`src/rtl/cwf_pkg.sv`:
```
package cwf_pkg;

  localparam logic [3:0] A_MODE = 4'd0;
  localparam logic [3:0] A_KEY0 = 4'd1;
  localparam logic [3:0] A_IV0  = 4'd9;
  localparam logic [3:0] A_IN   = 4'd13;
  localparam logic [3:0] A_OUT  = 4'd14;

  typedef enum logic [3:0] {
    CM_ECB    = 4'd0,
    CM_CBC    = 4'd1,
    CM_OFB    = 4'd2,
    CM_CTR    = 4'd3,
    CM_CFB128 = 4'd4,
    CM_CFB64  = 4'd5,
    CM_CFB32  = 4'd6,
    CM_CFB16  = 4'd7,
    CM_CFB8   = 4'd8
  } chain_e;

  typedef enum logic [1:0] {
    XS_WORD = 2'd0,
    XS_HALF = 2'd1,
    XS_BYTE = 2'd2
  } xfer_e;

  typedef struct packed {
    logic [1:0] klen;
    logic       lod;
    chain_e     chain;
  } mode_t;

  function automatic logic [2:0] blk_words(input chain_e c);
    case (c)
      CM_CFB64:                   return 3'd2;
      CM_CFB32, CM_CFB16, CM_CFB8: return 3'd1;
      default:                    return 3'd4;
    endcase
  endfunction

  function automatic xfer_e xfer_of(input chain_e c);
    case (c)
      CM_CFB16: return XS_HALF;
      CM_CFB8:  return XS_BYTE;
      default:  return XS_WORD;
    endcase
  endfunction

  function automatic logic [31:0] lane_mask(input xfer_e x, input logic [31:0] d);
    case (x)
      XS_HALF: return {16'd0, d[15:0]};
      XS_BYTE: return {24'd0, d[7:0]};
      default: return d;
    endcase
  endfunction

  function automatic logic [3:0] key_words(input logic [1:0] k);
    case (k)
      2'd0:    return 4'd4;
      2'd1:    return 4'd6;
      default: return 4'd8;
    endcase
  endfunction

endpackage

```
`src/rtl/cwf_key_iv_regs.sv`:
```
module cwf_key_iv_regs
  import cwf_pkg::*;
#(
  parameter int KEY_WORDS = 8,
  parameter int IV_WORDS  = 4,
  parameter int ADDR_W    = 4
) (
  input  logic                     clk,
  input  logic                     rst_n,
  input  logic                     wr_en,
  input  logic [ADDR_W-1:0]        wr_addr,
  input  logic [31:0]              wr_data,
  input  logic [1:0]               klen,
  input  chain_e                   chain,
  output logic [32*KEY_WORDS-1:0]  core_key,
  output logic [32*IV_WORDS-1:0]   core_iv,
  output logic [32*IV_WORDS-1:0]   iv_raw
);

  logic [KEY_WORDS-1:0][31:0] key_q;
  logic [IV_WORDS-1:0][31:0]  iv_q;
  logic [3:0]                 kw_used;

  assign kw_used = key_words(klen);

  for (genvar g = 0; g < KEY_WORDS; g++) begin : g_key
    always_ff @(posedge clk or negedge rst_n) begin
      if (!rst_n)                                            key_q[g] <= '0;
      else if (wr_en && wr_addr == ADDR_W'(A_KEY0) + ADDR_W'(g)) key_q[g] <= wr_data;
    end
    assign core_key[32*g +: 32] = (4'(g) < kw_used) ? key_q[g] : 32'd0;
  end

  for (genvar g = 0; g < IV_WORDS; g++) begin : g_iv
    always_ff @(posedge clk or negedge rst_n) begin
      if (!rst_n)                                           iv_q[g] <= '0;
      else if (wr_en && wr_addr == ADDR_W'(A_IV0) + ADDR_W'(g)) iv_q[g] <= wr_data;
    end
    assign iv_raw[32*g +: 32]  = iv_q[g];
  end

  assign core_iv = (chain == CM_ECB) ? '0 : iv_raw;

endmodule

```
`src/rtl/cwf_in_window.sv`:
```
module cwf_in_window
  import cwf_pkg::*;
#(
  parameter int BLK_WORDS = 4,
  localparam int IDX_W    = (BLK_WORDS > 1) ? $clog2(BLK_WORDS) : 1
) (
  input  logic                   clk,
  input  logic                   rst_n,
  input  logic                   clr,
  input  logic                   fire,
  input  logic [31:0]            wr_data,
  input  chain_e                 chain,
  input  logic                   core_done,
  input  logic                   blocked,
  output logic                   in_req,
  output logic                   busy,
  output logic                   core_start,
  output logic [32*BLK_WORDS-1:0] core_din
);

  logic [BLK_WORDS-1:0][31:0] buf_q, buf_nxt;
  logic [IDX_W-1:0]           idx_q;
  logic [2:0]                 nwords;
  logic                       last;
  logic [31:0]                lane;

  assign nwords = blk_words(chain);
  assign last   = (3'(idx_q) + 3'd1) >= nwords;
  assign lane   = lane_mask(xfer_of(chain), wr_data);

  always_comb begin
    buf_nxt        = buf_q;
    buf_nxt[idx_q] = lane;
    for (int i = 0; i < BLK_WORDS; i++) begin
      if (3'(i) >= nwords) buf_nxt[i] = '0;
    end
  end

  always_ff @(posedge clk or negedge rst_n) begin
    if (!rst_n) begin
      buf_q      <= '0;
      idx_q      <= '0;
      busy       <= 1'b0;
      core_start <= 1'b0;
    end else begin
      core_start <= 1'b0;
      if (fire) begin
        buf_q <= buf_nxt;
        if (last) begin
          idx_q      <= '0;
          busy       <= 1'b1;
          core_start <= 1'b1;
        end else begin
          idx_q <= idx_q + 1'b1;
        end
      end
      if (clr) idx_q <= '0;
      if (core_done && busy) busy <= 1'b0;
    end
  end

  assign core_din = buf_q;
  assign in_req   = !busy && !blocked;

  AST_START_ONE_CYCLE: assert property (@(posedge clk) disable iff (!rst_n)
    core_start |=> !core_start);
  AST_FIRE_WHEN_IDLE: assert property (@(posedge clk) disable iff (!rst_n)
    fire |-> !busy);
  AST_IN_IDX_RANGE: assert property (@(posedge clk) disable iff (!rst_n)
    (3'(idx_q) < nwords));
  AST_START_FOLLOWS_FIRE: assert property (@(posedge clk) disable iff (!rst_n)
    core_start |-> $past(fire));

endmodule

```
`src/rtl/cwf_out_window.sv`:
```
module cwf_out_window
  import cwf_pkg::*;
#(
  parameter int BLK_WORDS = 4,
  localparam int IDX_W    = (BLK_WORDS > 1) ? $clog2(BLK_WORDS) : 1
) (
  input  logic                    clk,
  input  logic                    rst_n,
  input  logic                    clr,
  input  logic                    cap,
  input  logic [32*BLK_WORDS-1:0] res_in,
  input  chain_e                  chain,
  input  logic                    lod,
  input  logic                    rd_fire,
  output logic                    out_req,
  output logic                    blocked,
  output logic [31:0]             rd_word
);

  logic [BLK_WORDS-1:0][31:0] res_q;
  logic [IDX_W-1:0]           idx_q;
  logic                       pend_q;
  logic                       last;

  assign last = (3'(idx_q) + 3'd1) >= blk_words(chain);

  always_ff @(posedge clk or negedge rst_n) begin
    if (!rst_n) begin
      res_q  <= '0;
      idx_q  <= '0;
      pend_q <= 1'b0;
    end else begin
      if (rd_fire) begin
        idx_q <= last ? '0 : idx_q + 1'b1;
        if (last) pend_q <= 1'b0;
      end
      if (clr) begin
        idx_q  <= '0;
        pend_q <= 1'b0;
      end
      if (cap) begin
        res_q  <= res_in;
        idx_q  <= '0;
        pend_q <= 1'b1;
      end
    end
  end

  assign rd_word = lane_mask(xfer_of(chain), res_q[idx_q]);
  assign blocked = pend_q && !lod;
  assign out_req = pend_q && !lod;

  AST_PEND_AFTER_CAP: assert property (@(posedge clk) disable iff (!rst_n)
    cap |=> pend_q);
  AST_OUT_IDX_RANGE: assert property (@(posedge clk) disable iff (!rst_n)
    (3'(idx_q) < blk_words(chain)));
  AST_CLR_DROPS_REQ: assert property (@(posedge clk) disable iff (!rst_n)
    (clr && !cap) |=> !out_req);

endmodule

```
`src/rtl/cipher_window_fe.sv`:
```
module cipher_window_fe
  import cwf_pkg::*;
#(
  parameter int KEY_WORDS = 8,
  parameter int BLK_W     = 128,
  parameter int ADDR_W    = 4,
  localparam int BLK_WORDS = BLK_W / 32
) (
  input  logic                    clk,
  input  logic                    rst_n,
  input  logic                    wr_valid,
  output logic                    wr_ready,
  input  logic [ADDR_W-1:0]       wr_addr,
  input  logic [31:0]             wr_data,
  input  logic                    rd_valid,
  output logic                    rd_ready,
  input  logic [ADDR_W-1:0]       rd_addr,
  output logic [31:0]             rd_data,
  output logic                    in_req,
  output logic                    out_req,
  output logic                    core_start,
  output logic [3:0]              core_chain,
  output logic [1:0]              core_key_len,
  output logic [32*KEY_WORDS-1:0] core_key,
  output logic [BLK_W-1:0]        core_iv,
  output logic [BLK_W-1:0]        core_din,
  input  logic                    core_done,
  input  logic [BLK_W-1:0]        core_dout
);

  mode_t             mode_q;
  logic              wr_fire, mode_wr, in_fire, out_fire;
  logic              busy, blocked;
  logic [31:0]       out_word;
  logic [BLK_W-1:0]  iv_raw;
  logic [31:0]       iv_rd;

  assign wr_ready = (wr_addr == ADDR_W'(A_IN)) ? in_req : 1'b1;
  assign wr_fire  = wr_valid && wr_ready;
  assign mode_wr  = wr_fire && (wr_addr == ADDR_W'(A_MODE));
  assign in_fire  = wr_fire && (wr_addr == ADDR_W'(A_IN));
  assign rd_ready = 1'b1;
  assign out_fire = rd_valid && (rd_addr == ADDR_W'(A_OUT));

  always_ff @(posedge clk or negedge rst_n) begin
    if (!rst_n)       mode_q <= '0;
    else if (mode_wr) mode_q <= mode_t'(wr_data[6:0]);
  end

  assign core_chain   = mode_q.chain;
  assign core_key_len = mode_q.klen;

  cwf_key_iv_regs #(
    .KEY_WORDS (KEY_WORDS),
    .IV_WORDS  (BLK_WORDS),
    .ADDR_W    (ADDR_W)
  ) u_regs (
    .clk      (clk),
    .rst_n    (rst_n),
    .wr_en    (wr_fire),
    .wr_addr  (wr_addr),
    .wr_data  (wr_data),
    .klen     (mode_q.klen),
    .chain    (mode_q.chain),
    .core_key (core_key),
    .core_iv  (core_iv),
    .iv_raw   (iv_raw)
  );

  cwf_in_window #(.BLK_WORDS(BLK_WORDS)) u_in (
    .clk        (clk),
    .rst_n      (rst_n),
    .clr        (mode_wr),
    .fire       (in_fire),
    .wr_data    (wr_data),
    .chain      (mode_q.chain),
    .core_done  (core_done),
    .blocked    (blocked),
    .in_req     (in_req),
    .busy       (busy),
    .core_start (core_start),
    .core_din   (core_din)
  );

  cwf_out_window #(.BLK_WORDS(BLK_WORDS)) u_out (
    .clk     (clk),
    .rst_n   (rst_n),
    .clr     (mode_wr),
    .cap     (core_done && busy),
    .res_in  (core_dout),
    .chain   (mode_q.chain),
    .lod     (mode_q.lod),
    .rd_fire (out_fire),
    .out_req (out_req),
    .blocked (blocked),
    .rd_word (out_word)
  );

  always_comb begin
    iv_rd = '0;
    for (int i = 0; i < BLK_WORDS; i++) begin
      if (rd_addr == ADDR_W'(A_IV0) + ADDR_W'(i)) iv_rd = iv_raw[32*i +: 32];
    end
  end

  always_comb begin
    if (rd_addr == ADDR_W'(A_MODE))     rd_data = {25'd0, mode_q};
    else if (rd_addr == ADDR_W'(A_OUT)) rd_data = out_word;
    else                                rd_data = iv_rd;
  end

  AST_OUT_BLOCKS_IN: assert property (@(posedge clk) disable iff (!rst_n)
    out_req |-> !in_req);
  AST_LOD_NO_OUTREQ: assert property (@(posedge clk) disable iff (!rst_n)
    (mode_q.lod && $past(mode_q.lod)) |-> !out_req);
  AST_NO_IN_WHILE_BUSY: assert property (@(posedge clk) disable iff (!rst_n)
    core_start |-> !wr_ready || (wr_addr != ADDR_W'(A_IN)));

endmodule

```
`config.mk`:
```
export PLATFORM = sky130hd
export DESIGN_NAME = cipher_window_fe
export DESIGN_NICKNAME = d
export VERILOG_FILES = /design/src/rtl/cwf_pkg.sv /design/src/rtl/cwf_key_iv_regs.sv /design/src/rtl/cwf_in_window.sv /design/src/rtl/cwf_out_window.sv /design/src/rtl/cipher_window_fe.sv
export SDC_FILE = /design/constraint.sdc
export NUM_CORES = 1
export LEC_CHECK = 0
export BUFFER_PORTS_ARGS = -buffer_cell sky130_fd_sc_hd__buf_4
export CAP_MARGIN = 20
export CORE_AREA = 2 2 283 285
export DETAILED_ROUTE_END_ITERATION = 6
export DIE_AREA = 0 0 285 287
export HOLD_SLACK_MARGIN = 0.08
export PLACE_DENSITY = 0.66
export SYNTH_ARGS = -nofsm -noshare
export SYNTH_HDL_FRONTEND = slang
export SYNTH_SLANG_ARGS = --single-unit
```
`constraint.sdc`:
```
create_clock -name clk -period 3.45 [get_ports clk]
set_input_delay 0.1725 -clock clk [delete_from_list [all_inputs] [get_ports clk]]
set_output_delay 0.1725 -clock clk [all_outputs]
set_load 0.02 [all_outputs]
```
==> results of run 1 <==
state kept, by name, summed over array words and instances, names as in the netlist:
signal and cells:
u_in.core_start 1, u_regs.key_q 256, u_out.res_q 128, u_in.core_din 128
u_in.busy 1, u_out.idx_q 2, u_out.pend_q 1, u_in.idx_q 2
core_chain 4, mode_q 1, core_key_len 2, u_regs.iv_raw 128
layer usage:
layer | GRT usage, % | vias to the layer above | wire length (um) | part of all wire (%)
li1 | - | 9205 | - | -
met1 | 31.29 | 11270 | 41340 | 40
met2 | 41.92 | 961 | 51420 | 49
met3 | 5.563 | 217 | 7887 | 7.5
met4 | 9.673 | 0 | 4002 | 3.8
met5 | 0 | - | 0 | 0
kinds of logic (layout without fill, tap and decap cells):
logic type,count (synthesis),after routing,share of synthesized area [%]
AOI/OAI and AO/OA,283,283,7.293
adders and majority gates,17,17,0.7212
and+or+nand+nor,409,409,8.027
DFF,654,654,55.49
buffers and inverters,321,1080,5.851
other,1,2,0.01272
muxes,560,560,22.60
worst max-delay path: stages (launching register included):
cell and delay, ns:
dfrtp_1 0.41, or4bb_1 0.54, nand2_1 0.16, inv_1 0.08, ha_1 0.23, or3_1 0.43
ha_1 0.20, a21o_1 0.17, a31oi_1 0.24, or3b_2 0.48, a21oi_1 0.15
power groups by stage:
stage	sequential, mW	combinational (mW)	clock (mW)
floorplan	10.8	5.52	0
finish	10.8	9.53	7.79
detailed placement	10.9	9.41	0
global route	11.0	10.0	8.26
global placement	10.8	9.27	0
CTS	10.8	9.59	7.93
cells in the final DEF, fill, tap and decap left out, drive strengths merged, types with 3 or more instances in the layout:
master / n
and2: 64
mux4: 32
dlygate4sd3: 161
nand2b: 23
or3: 4
nand3: 14
and3: 3
o211ai: 8
nor3: 6
a21oi: 17
o31ai: 24
nand3b: 4
inv: 9
clkinv: 10
a22o: 55
dfrtp: 654
clkbuf: 108
buf: 787
o22ai: 8
nand2: 36
a221oi: 24
o21ai: 51
clkinvlp: 3
nor2b: 200
o2bb2ai: 87
ha: 17
nor2: 43
mux2: 527
cell type report:
| class | count | area (um^2) |
|---|---|---|
| Clock inverter | 16 | 207.7 |
| Timing Repair Buffer | 948 | 7677 |
| Clock buffer | 108 | 2200 |
| Inverter | 8 | 30.03 |
| Sequential cell | 654 | 16370 |
| Tap cell | 1050 | 1314 |
| Multi-Input combinational cell | 1270 | 11530 |
| Fill cell | 6831 | 39280 |
| Antenna cell | 1 | 2.502 |
per-stage QoR:
step                      setup slack (ns)  area, um^2  power [mW]
after floorplan                     0.4520       29490       16.33
after global placement              0.4162       35300       20.04
after detailed placement            0.3350       35300       20.30
after CTS                           0.2987       39320       28.29
after global routing                0.1172       39330       29.30
final                               0.2695       39330       28.14
worst min-delay path by stage:
stage	from	to	slack, ns	cells after the start
after floorplan	rst_n	core_chain[0]	-0.12	0
after detailed placement	rst_n	u_in.core_din[0]	0.35	1
after CTS	wr_data[14]	u_regs.iv_raw[110]	0.08	2
final	wr_data[14]	u_regs.iv_raw[110]	0.08	2
after global placement	rst_n	u_in.core_din[0]	0.34	1
after global routing	wr_data[13]	u_regs.key_q[173]	0.11	2
==> metrics.yaml, run 1 <==
status: "complete, no violations"
period_minus_slack_ns: 3.181
setup_viol: 0
powerDensity_nw_per_um2: 715.4
slew_headroom_pct: 26.11
grtUsageTotal_pct: 24.90
netlist_instances: 2245
crit_path_max_fanout: 5
combPwrFrac_pct: 33.9
power.switching_mw: 9.488
synth_common_cells: "dfrtp_1 (654), mux2_2 (524), nor2b_1 (200)"
grt_setup_unrepaired: "no"
routed_via_density: 5.341
clock_latency_ns: 0.62
hold_path.class: "in2reg"
synthFlopType: "dfrtp_1"
areaGrowthSynthToFinish_pct: 33.37
path_clk_slew_ns: 0.06
grt_pass1_wl_mm: 152.3
critPathKind: "reg2reg"
critPathLaunch: "core_chain[0]"
ys_warn_count: 0
synth_area_per_cell_um2: 13.14
cts_setup_buffers: 0
reg2reg_to: "u_out.idx_q[0]"
cts_resized: 0
worstPathArrival_ns: 3.68
final_util_pct: 50.03
worst_pin_slew_ns: 1.108
synth_edf_count: 0
async_reset_ff_share_pct: 100.0
dr.first_iter.drc_count: 1501
die_x_um: 285
final_layout_size_suffix_gt1_share_pct: 49.37
grt_start_max_net_pins: 108
ys_types: 46
fin_nets: 3145
hold_slack_ns: 0.08344
rows: 103
cts.sinks: 654
clk_path_buf_depth: 3
fp.coreArea_um2: 78610
syn_nets: 2435
synth_area_um2: 29490
pin_count: 728
worstPathRequired_ns: 3.95
rr_worst_depth: 10
numCtsBuffers: 73
synth_most_common_cell: "dfrtp_1"
finClkSkew_ns: 0.03111
synth_top_area_share_pct: 55.49
wl_per_cell_um: 25.81
die_area_um2: 81800
hpwl_mm: 72.98
instances_no_fill: 4055
finalMaxSlewViolations: 0
overflow: 0
cts_tree: "yes"
cap_viol_max_count: 0
endpoint_kind: "register"
finalHoldViolCount: 0
clockRootBuffer: "clkbuf_16"
yosys.area.top_type: "dfrtp_1"
synth_seq_cells: 654
antenna_found_initial: 6
timing.fmax_mhz: 314.4
ir_drop_v: 0.0005077
leakagePower_nw: 18.46
timing.rr.start: "core_chain[0]"
pwr-share-clk_pct: 27.7
ant_nets: 0
swShare_pct: 33.72
drtPass1Iterations: 5
tns_ns: 0
crit_path_end: "u_out.idx_q[0]"
port_buffers: 726
worst_setup_path_start_kind: "register"
holdBufCountCts: 161
num_vias: 21660
die-height_um: 287
finalCritPeriodShare_pct: 92.19
start_util_pct: 37.51
p_seq_share_pct: 38.5
reg2reg_setup_slack_ns: 0.27
place_inst: 3768
routed_wl_mm: 104.6
synth_area_leaders: "dfrtp_1 (55%), mux2_2 (20%), nor2b_1 (4.2%)"
drcViolationCount: 0
grt_pass1_vias: 22480
yosysSeqAreaShare_pct: 55.49
htree_levels: 3
gp_congestion: 0.8689
intPower_mw: 18.65
Power figures use the tool's default switching activity.
==> inputs of run 2 (changes only) <==
--- a/config.mk
+++ b/config.mk
@@ -10,6 +10,7 @@
 export CORE_AREA = 2 2 283 285
 export DETAILED_ROUTE_END_ITERATION = 6
 export DIE_AREA = 0 0 285 287
+export GPL_TIMING_DRIVEN = 0
 export HOLD_SLACK_MARGIN = 0.08
 export PLACE_DENSITY = 0.66
 export SYNTH_ARGS = -nofsm -noshare
==> metrics.yaml, run 2 (same netlist as run 1, synthesis figures left out) <==
status: "complete, no violations"
die_area_um2: 81800  # unchanged
num_vias: 22390  # +3.4%
drcViolationCount: 0  # unchanged
final_layout_size_suffix_gt1_share_pct: 48.47  # -0.90 points
overflow: 0  # unchanged
pin_count: 728  # unchanged
grt_pass1_vias: 22960  # +2.1%
endpoint_kind: "output port"
cap_viol_max_count: 0  # unchanged
fin_nets: 3408  # +8.4%
multi_input_area_um2: 11460  # -0.63%
leakagePower_nw: 19.21  # +4.1%
grtUsageTotal_pct: 27.07  # +2.2 points
largest_register: "u_regs.key_q"
ir_drop_v: 0.0004790  # -5.7%
worstPathRequired_ns: 3.28  # -0.67 ns
clock_latency_ns: 0.63  # about the same
finClkSkew_ns: 0.02460  # -0.006513 ns
start_util_pct: 37.51  # unchanged
finalCritPeriodShare_pct: 98.76  # +6.6 points
critPathLaunch: "core_chain[2]"
hpwl_mm: 85.06  # +17%
fp.coreArea_um2: 78610  # unchanged
ff_latch_area_um2: 16370  # about the same
numCtsBuffers: 74  # +1.4%
finalHoldViolCount: 0  # unchanged
period_minus_slack_ns: 3.407  # +0.2266 ns
rr_worst_depth: 10  # unchanged
port_buffers: 725  # -0.14%
wl_per_cell_um: 26.17  # +1.4%
clockRootBuffer: "clkbuf_16"
n_fill_cell: 6912  # +1.2%
whs_path_depth: 4  # +2
die-height_um: 287  # unchanged
routed_wl_mm: 113.2  # +8.2%
hold_slack_ns: 0.1445  # +0.06110 ns
grt_pass1_wl_mm: 162.1  # +6.4%
setup_viol: 0  # unchanged
dr.first_iter.drc_count: 1316  # -12%
worst_setup_path_start_kind: "register"
slew_headroom_pct: 23.12  # -3.0 points
rows: 103  # unchanged
worst_pin_slew_ns: 1.153  # +0.04489 ns
worstPathArrival_ns: 3.23  # -0.45 ns
critPathKind: "reg2out"
clk_path_buf_depth: 3  # unchanged
place_area_um2: 36420  # +3.2%
htree_levels: 3  # unchanged
areaGrowthSynthToFinish_pct: 38.11
die_x_um: 285  # unchanged
hp-start: "wr_valid"
final_cell_mix: "buf_4 (855), dfrtp_1 (650), mux2_2 (524), nor2b_1 (200), dlygate4sd3_1 (166)"
crit_path_max_fanout: 10  # +5
cts_tree: "yes"
timing.rr.start: "core_chain[0]"
largest_reg_flops: 256  # unchanged
powerDensity_nw_per_um2: 721.6  # +0.87%
cts.sinks: 654  # unchanged
gp_congestion: 0.8869  # +2.1%
path_clk_slew_ns: 0.06  # about the same
drtPass1Iterations: 5  # unchanged
routed_via_density: 5.174  # -3.1%
ant_nets: 0  # unchanged
finalMaxSlewViolations: 0  # unchanged
hold_path.class: "in2reg"
grt_start_max_net_pins: 119  # +10%
fin_area_um2: 40730  # +3.6%
layout_commonest_cell: "buf_4"
antenna_found_initial: 8  # +2
timing.fmax_mhz: 293.5  # -6.6%
-- run 2: changes by cell type in the layout (fill, tap and decap cells not counted), sizes merged --
cell | previous run | this run
diode | 1 | 7
inv | 9 | 12
bufinv | 2 | 8
clkbuf | 108 | 250
dlygate4sd3 | 161 | 166
buf | 787 | 896
clkinv | 10 | 11
-- run 2: worst max-delay path, stage by stage, from the launching register on --
cell,delay [ns]
dfrtp_2,0.45
buf_4,0.18
nor4_1,0.28
clkbuf_1,0.45
clkbuf_1,0.69
nor2b_1,0.31
buf_4,0.25
-- run 2: metrics by stage --
step | total power [mW] | TNS [ns] | utilization [%] | std cells | setup WS (ns)
finish | 29.39 | 0 | 51.81 | 4327 | 0.04289
global route | 30.55 | -0.001147 | 51.79 | 4320 | -0.001147
CTS | 29.50 | -0.04646 | 51.74 | 4318 | -0.02640
detailed placement | 20.93 | -11.72 | 46.33 | 4026 | -0.6559
global placement | 20.74 | -3488.46 | 46.11 | 4020 | -5.438
floorplan | 16.33 | 0 | - | 2245 | 0.4520
-- run 2: layer usage --
layer	part of all wire, %	up-vias	GRT usage [%]	wire length (um)
li1	-	9782	-	-
met1	40	11600	33.68	44950
met2	50	830	46.96	56980
met3	6.8	177	5.857	7665
met4	3.2	0	8.599	3648
met5	0	-	0	0
-- run 2: final timing paths --
kind | end | slack (ns)
setup / recovery | core_iv[29] | 0.04
hold / removal | core_chain[3] | 0.14
setup reg to reg | u_out.idx_q[0] | 0.10
hold reg to reg | u_regs.key_q[231] | 0.49
max in group asynchronous | u_regs.iv_raw[84] | 1.08
min in group asynchronous | u_in.core_din[2] | 0.22
-- run 2: power breakdown --
part / internal, mW / total [mW] / switching (mW)
sequential: 9.61 / 10.8 / 1.21
clock: 4.97 / 8.38 / 3.41
combinational: 4.87 / 10.2 / 5.33
-- run 2: final cells by class --
class | instances | share of cell area, %
clock inverters | 26 | 1.044
plain buffers | 311 | 4.172
multi-input cells | 1270 | 28.13
inverters | 8 | 0.07373
well taps | 1050 | 3.226
clock buffers | 102 | 5.250
flip-flops and latches | 654 | 40.19
diodes | 7 | 0.04301
repair buffers | 899 | 17.86
-- run 2: repair_timing --
| action | CTS | global route |
|---|---|---|
| setup endpoints to repair | 39 | 3 |
| endpoints found under the hold margin | 443 | 0 |
| gates resized for setup | 13 | 4 |
| hold buffers | 166 | 0 |
| setup buffers | 0 | 2 |
==> inputs of run 3 (changes only) <==
--- a/config.mk
+++ b/config.mk
@@ -5,14 +5,15 @@
 export SDC_FILE = /design/constraint.sdc
 export NUM_CORES = 1
 export LEC_CHECK = 0
-export BUFFER_PORTS_ARGS = -buffer_cell sky130_fd_sc_hd__buf_4
 export CAP_MARGIN = 20
 export CORE_AREA = 2 2 283 285
 export DETAILED_ROUTE_END_ITERATION = 6
 export DIE_AREA = 0 0 285 287
+export DONT_BUFFER_PORTS = 1
 export GPL_TIMING_DRIVEN = 0
 export HOLD_SLACK_MARGIN = 0.08
-export PLACE_DENSITY = 0.66
+export PLACE_DENSITY = 0.58
+export REMOVE_ABC_BUFFERS = 1
 export SYNTH_ARGS = -nofsm -noshare
 export SYNTH_HDL_FRONTEND = slang
 export SYNTH_SLANG_ARGS = --single-unit
==> metrics.yaml, run 3 (same netlist as run 1, synthesis figures left out) <==
timing.fmax_mhz: 301.5  # +2.7%
final_cell_mix: "dfrtp_1 (647), mux2_2 (524), nor2b_1 (189), dlygate4sd3_1 (165), o2bb2ai_1 (87)"
cp_cell_sequence: "or4bb_1, nand2_2, inv_1, ha_1, ha_1, nand2b_2, o31ai_1"
fin_nets: 2420  # -29%
start_util_pct: 37.51  # unchanged
pwr-share-clk_pct: 31.0  # +2.5 points
worst_slack_ns: 0.1328  # +0.08993 ns
largest_register: "u_regs.key_q"
port_buffers: 0  # -100%
die_x_um: 285  # unchanged
critPathKind: "reg2reg"
n_fill_cell: 7096  # +2.7%
intPower_mw: 16.95  # -13%
timing.rr.start: "core_chain[0]"
path_clk_slew_ns: 0.06  # about the same
finClkSkew_ns: 0.02177  # -0.002830 ns
leakagePower_nw: 14.93  # -22%
crit_path_max_fanout: 32  # +22
cts_tree: "yes"
worstPathRequired_ns: 3.95  # +0.67 ns
max_stage_delay_ns: 0.72  # +0.03 ns
hpwl_mm: 67.11  # -21%
cap_viol_max_count: 0  # unchanged
power.switching_mw: 9.003  # -9.5%
pre_cts_slack_ns: -0.6142  # +0.04177 ns
routed_via_density: 5.645  # +9.1%
cts.sinks: 654  # unchanged
dr.first_iter.drc_count: 1206  # -8.4%
grt_pass1_vias: 19860  # -13%
reg2reg_setup_slack_ns: 0.13  # +0.03 ns
critPathLaunch: "core_chain[0]"
layout_commonest_cell: "dfrtp_1"
crit_slowest_cell: "nand2b_2"
finalHoldViolCount: 654  # +654
grt_pass1_wl_mm: 141.7  # -13%
drtPass1Iterations: 5  # unchanged
hold_slack_ns: -0.7286  # -0.8732 ns
wl_per_cell_um: 29.25  # +12%
ant_nets: 0  # unchanged
cpMostUsedCell: "ha_1"
areaGrowthSynthToFinish_pct: 16.34
grtUsageTotal_pct: 23.25  # -3.8 points
setup_viol: 0  # unchanged
rr_worst_depth: 7  # -3
reg2reg_to: "u_in.core_din[110]"
swShare_pct: 34.70  # +0.86 points
powerDensity_nw_per_um2: 756.3  # +4.8%
die-height_um: 287  # unchanged
crit_path_end: "u_in.core_din[110]"
finalMaxSlewViolations: 208  # +208
final_util_pct: 43.64  # -8.2 points
worst_pin_slew_ns: 1.790  # +0.6371 ns
clk_path_buf_depth: 3  # unchanged
gp_congestion: 0.8481  # -4.4%
combPwrFrac_pct: 23.3  # -11 points
pin_count: 728  # unchanged
ir_drop_v: 0.0004964  # +3.6%
overflow: 0  # unchanged
endpoint_kind: "register"
holdBufCountCts: 165  # -0.60%
routed_wl_mm: 97.82  # -14%
final_layout_size_suffix_gt1_share_pct: 33.89  # -15 points
clock_latency_ns: 0.61  # -0.02 ns
fp.coreArea_um2: 78610  # unchanged
status: "finished, violations left"
rows: 103  # unchanged
num_vias: 18880  # -16%
largest_reg_flops: 256  # unchanged
period_minus_slack_ns: 3.317  # -0.08993 ns
die_area_um2: 81800  # unchanged
worst_setup_path_start_kind: "register"
grt_start_max_net_pins: 655  # +450%
worstPathArrival_ns: 3.82  # +0.59 ns
htree_levels: 3  # unchanged
violations: "hold timing, slew limit"
finalCritPeriodShare_pct: 96.15  # -2.6 points
hold_path.class: "in2async"
slew_headroom_pct: -19.35  # -42 points
clockRootBuffer: "clkbuf_16"
numCtsBuffers: 74  # unchanged
drcViolationCount: 0  # unchanged
antenna_found_initial: 5  # -3
p_seq_share_pct: 45.7  # +8.9 points
grt_setup_unrepaired: "no"
tns_ns: 0  # unchanged
==> run 3: cell count changes in the layout (fill, tap and decap cells not counted), moves of 5 or more <==
cell | before | now
buf_2 | 29 | 1
buf_1 | 5 | 0
buf_12 | 0 | 13
buf_4 | 855 | 14
buf_8 | 1 | 9
nor2b_1 | 200 | 189
nor2b_2 | 0 | 7
buf_6 | 1 | 13
clkbuf_1 | 157 | 17
==> run 3: power by group through the flow <==
stage | clock [mW] | combinational [mW] | sequential, mW
after CTS | 8.20 | 6.05 | 11.8
after floorplan | 0 | 4.36 | 11.4
final | 8.05 | 6.04 | 11.9
after global placement | 0 | 5.23 | 12.0
after global routing | 8.53 | 6.37 | 12.1
after detailed placement | 0 | 5.72 | 12.0
==> run 3: final cells by class <==
| type | count | area (um^2) | area share [%] |
|---|---|---|---|
| Sequential cell | 654 | 16380 | 47.76 |
| Multi-Input combinational cell | 1270 | 11590 | 33.79 |
| Timing Repair Buffer | 222 | 2496 | 7.275 |
| Clock buffer | 106 | 2133 | 6.218 |
| Tap cell | 1050 | 1314 | 3.829 |
| Clock inverter | 27 | 341.6 | 0.9956 |
| Inverter | 8 | 30.03 | 0.08752 |
| Antenna cell | 7 | 17.52 | 0.05106 |
==> run 3: repair_timing <==
action,in CTS,in global routing
hold endpoints to repair,1305,654
buffers inserted,2,1
pin swaps,1,1
resized for setup,18,5
endpoints found under the setup margin,112,37
==> run 3: per-layer routing <==
layer / wire, um / share of wire [%] / track usage, %
met5: 12 / 0.012 / 0
met4: 4430 / 4.5 / 10.46
met3: 7376 / 7.5 / 6.056
met2: 48210 / 49 / 39.00
met1: 37790 / 39 / 28.20
==> run 3: critical path, delay by kind of cell (launching register included) <==
kind / cells / cell delay, ns
AOI/OAI and AO/OA: 1 / 0.46
adders and majority gates: 2 / 0.66
buffers and inverters: 1 / 0.07
DFF: 1 / 0.53
and+or+nand+nor: 3 / 1.45
==> run 3: stage by stage <==
step | area (um^2) | power, mW | std cells
final | 34310 | 25.95 | 3344
after global placement | 29110 | 17.22 | 2982
after detailed placement | 30090 | 17.68 | 3038
after CTS | 34290 | 26.09 | 3338
after global routing | 34290 | 26.97 | 3337
after floorplan | 27800 | 15.76 | 1932
==> run 3: worst min path at each step <==
| stage | start | end | slack (ns) | cells past startpoint |
|---|---|---|---|---|
| floorplan | rst_n | core_chain[0] | -0.12 | 0 |
| global route | rst_n | u_out.res_q[68] | -0.77 | 0 |
| detailed placement | rst_n | u_out.res_q[66] | -0.11 | 0 |
| CTS | rst_n | u_out.res_q[68] | -0.80 | 0 |
| global placement | rst_n | u_out.res_q[4] | -0.11 | 0 |
| finish | rst_n | u_out.res_q[100] | -0.73 | 0 |
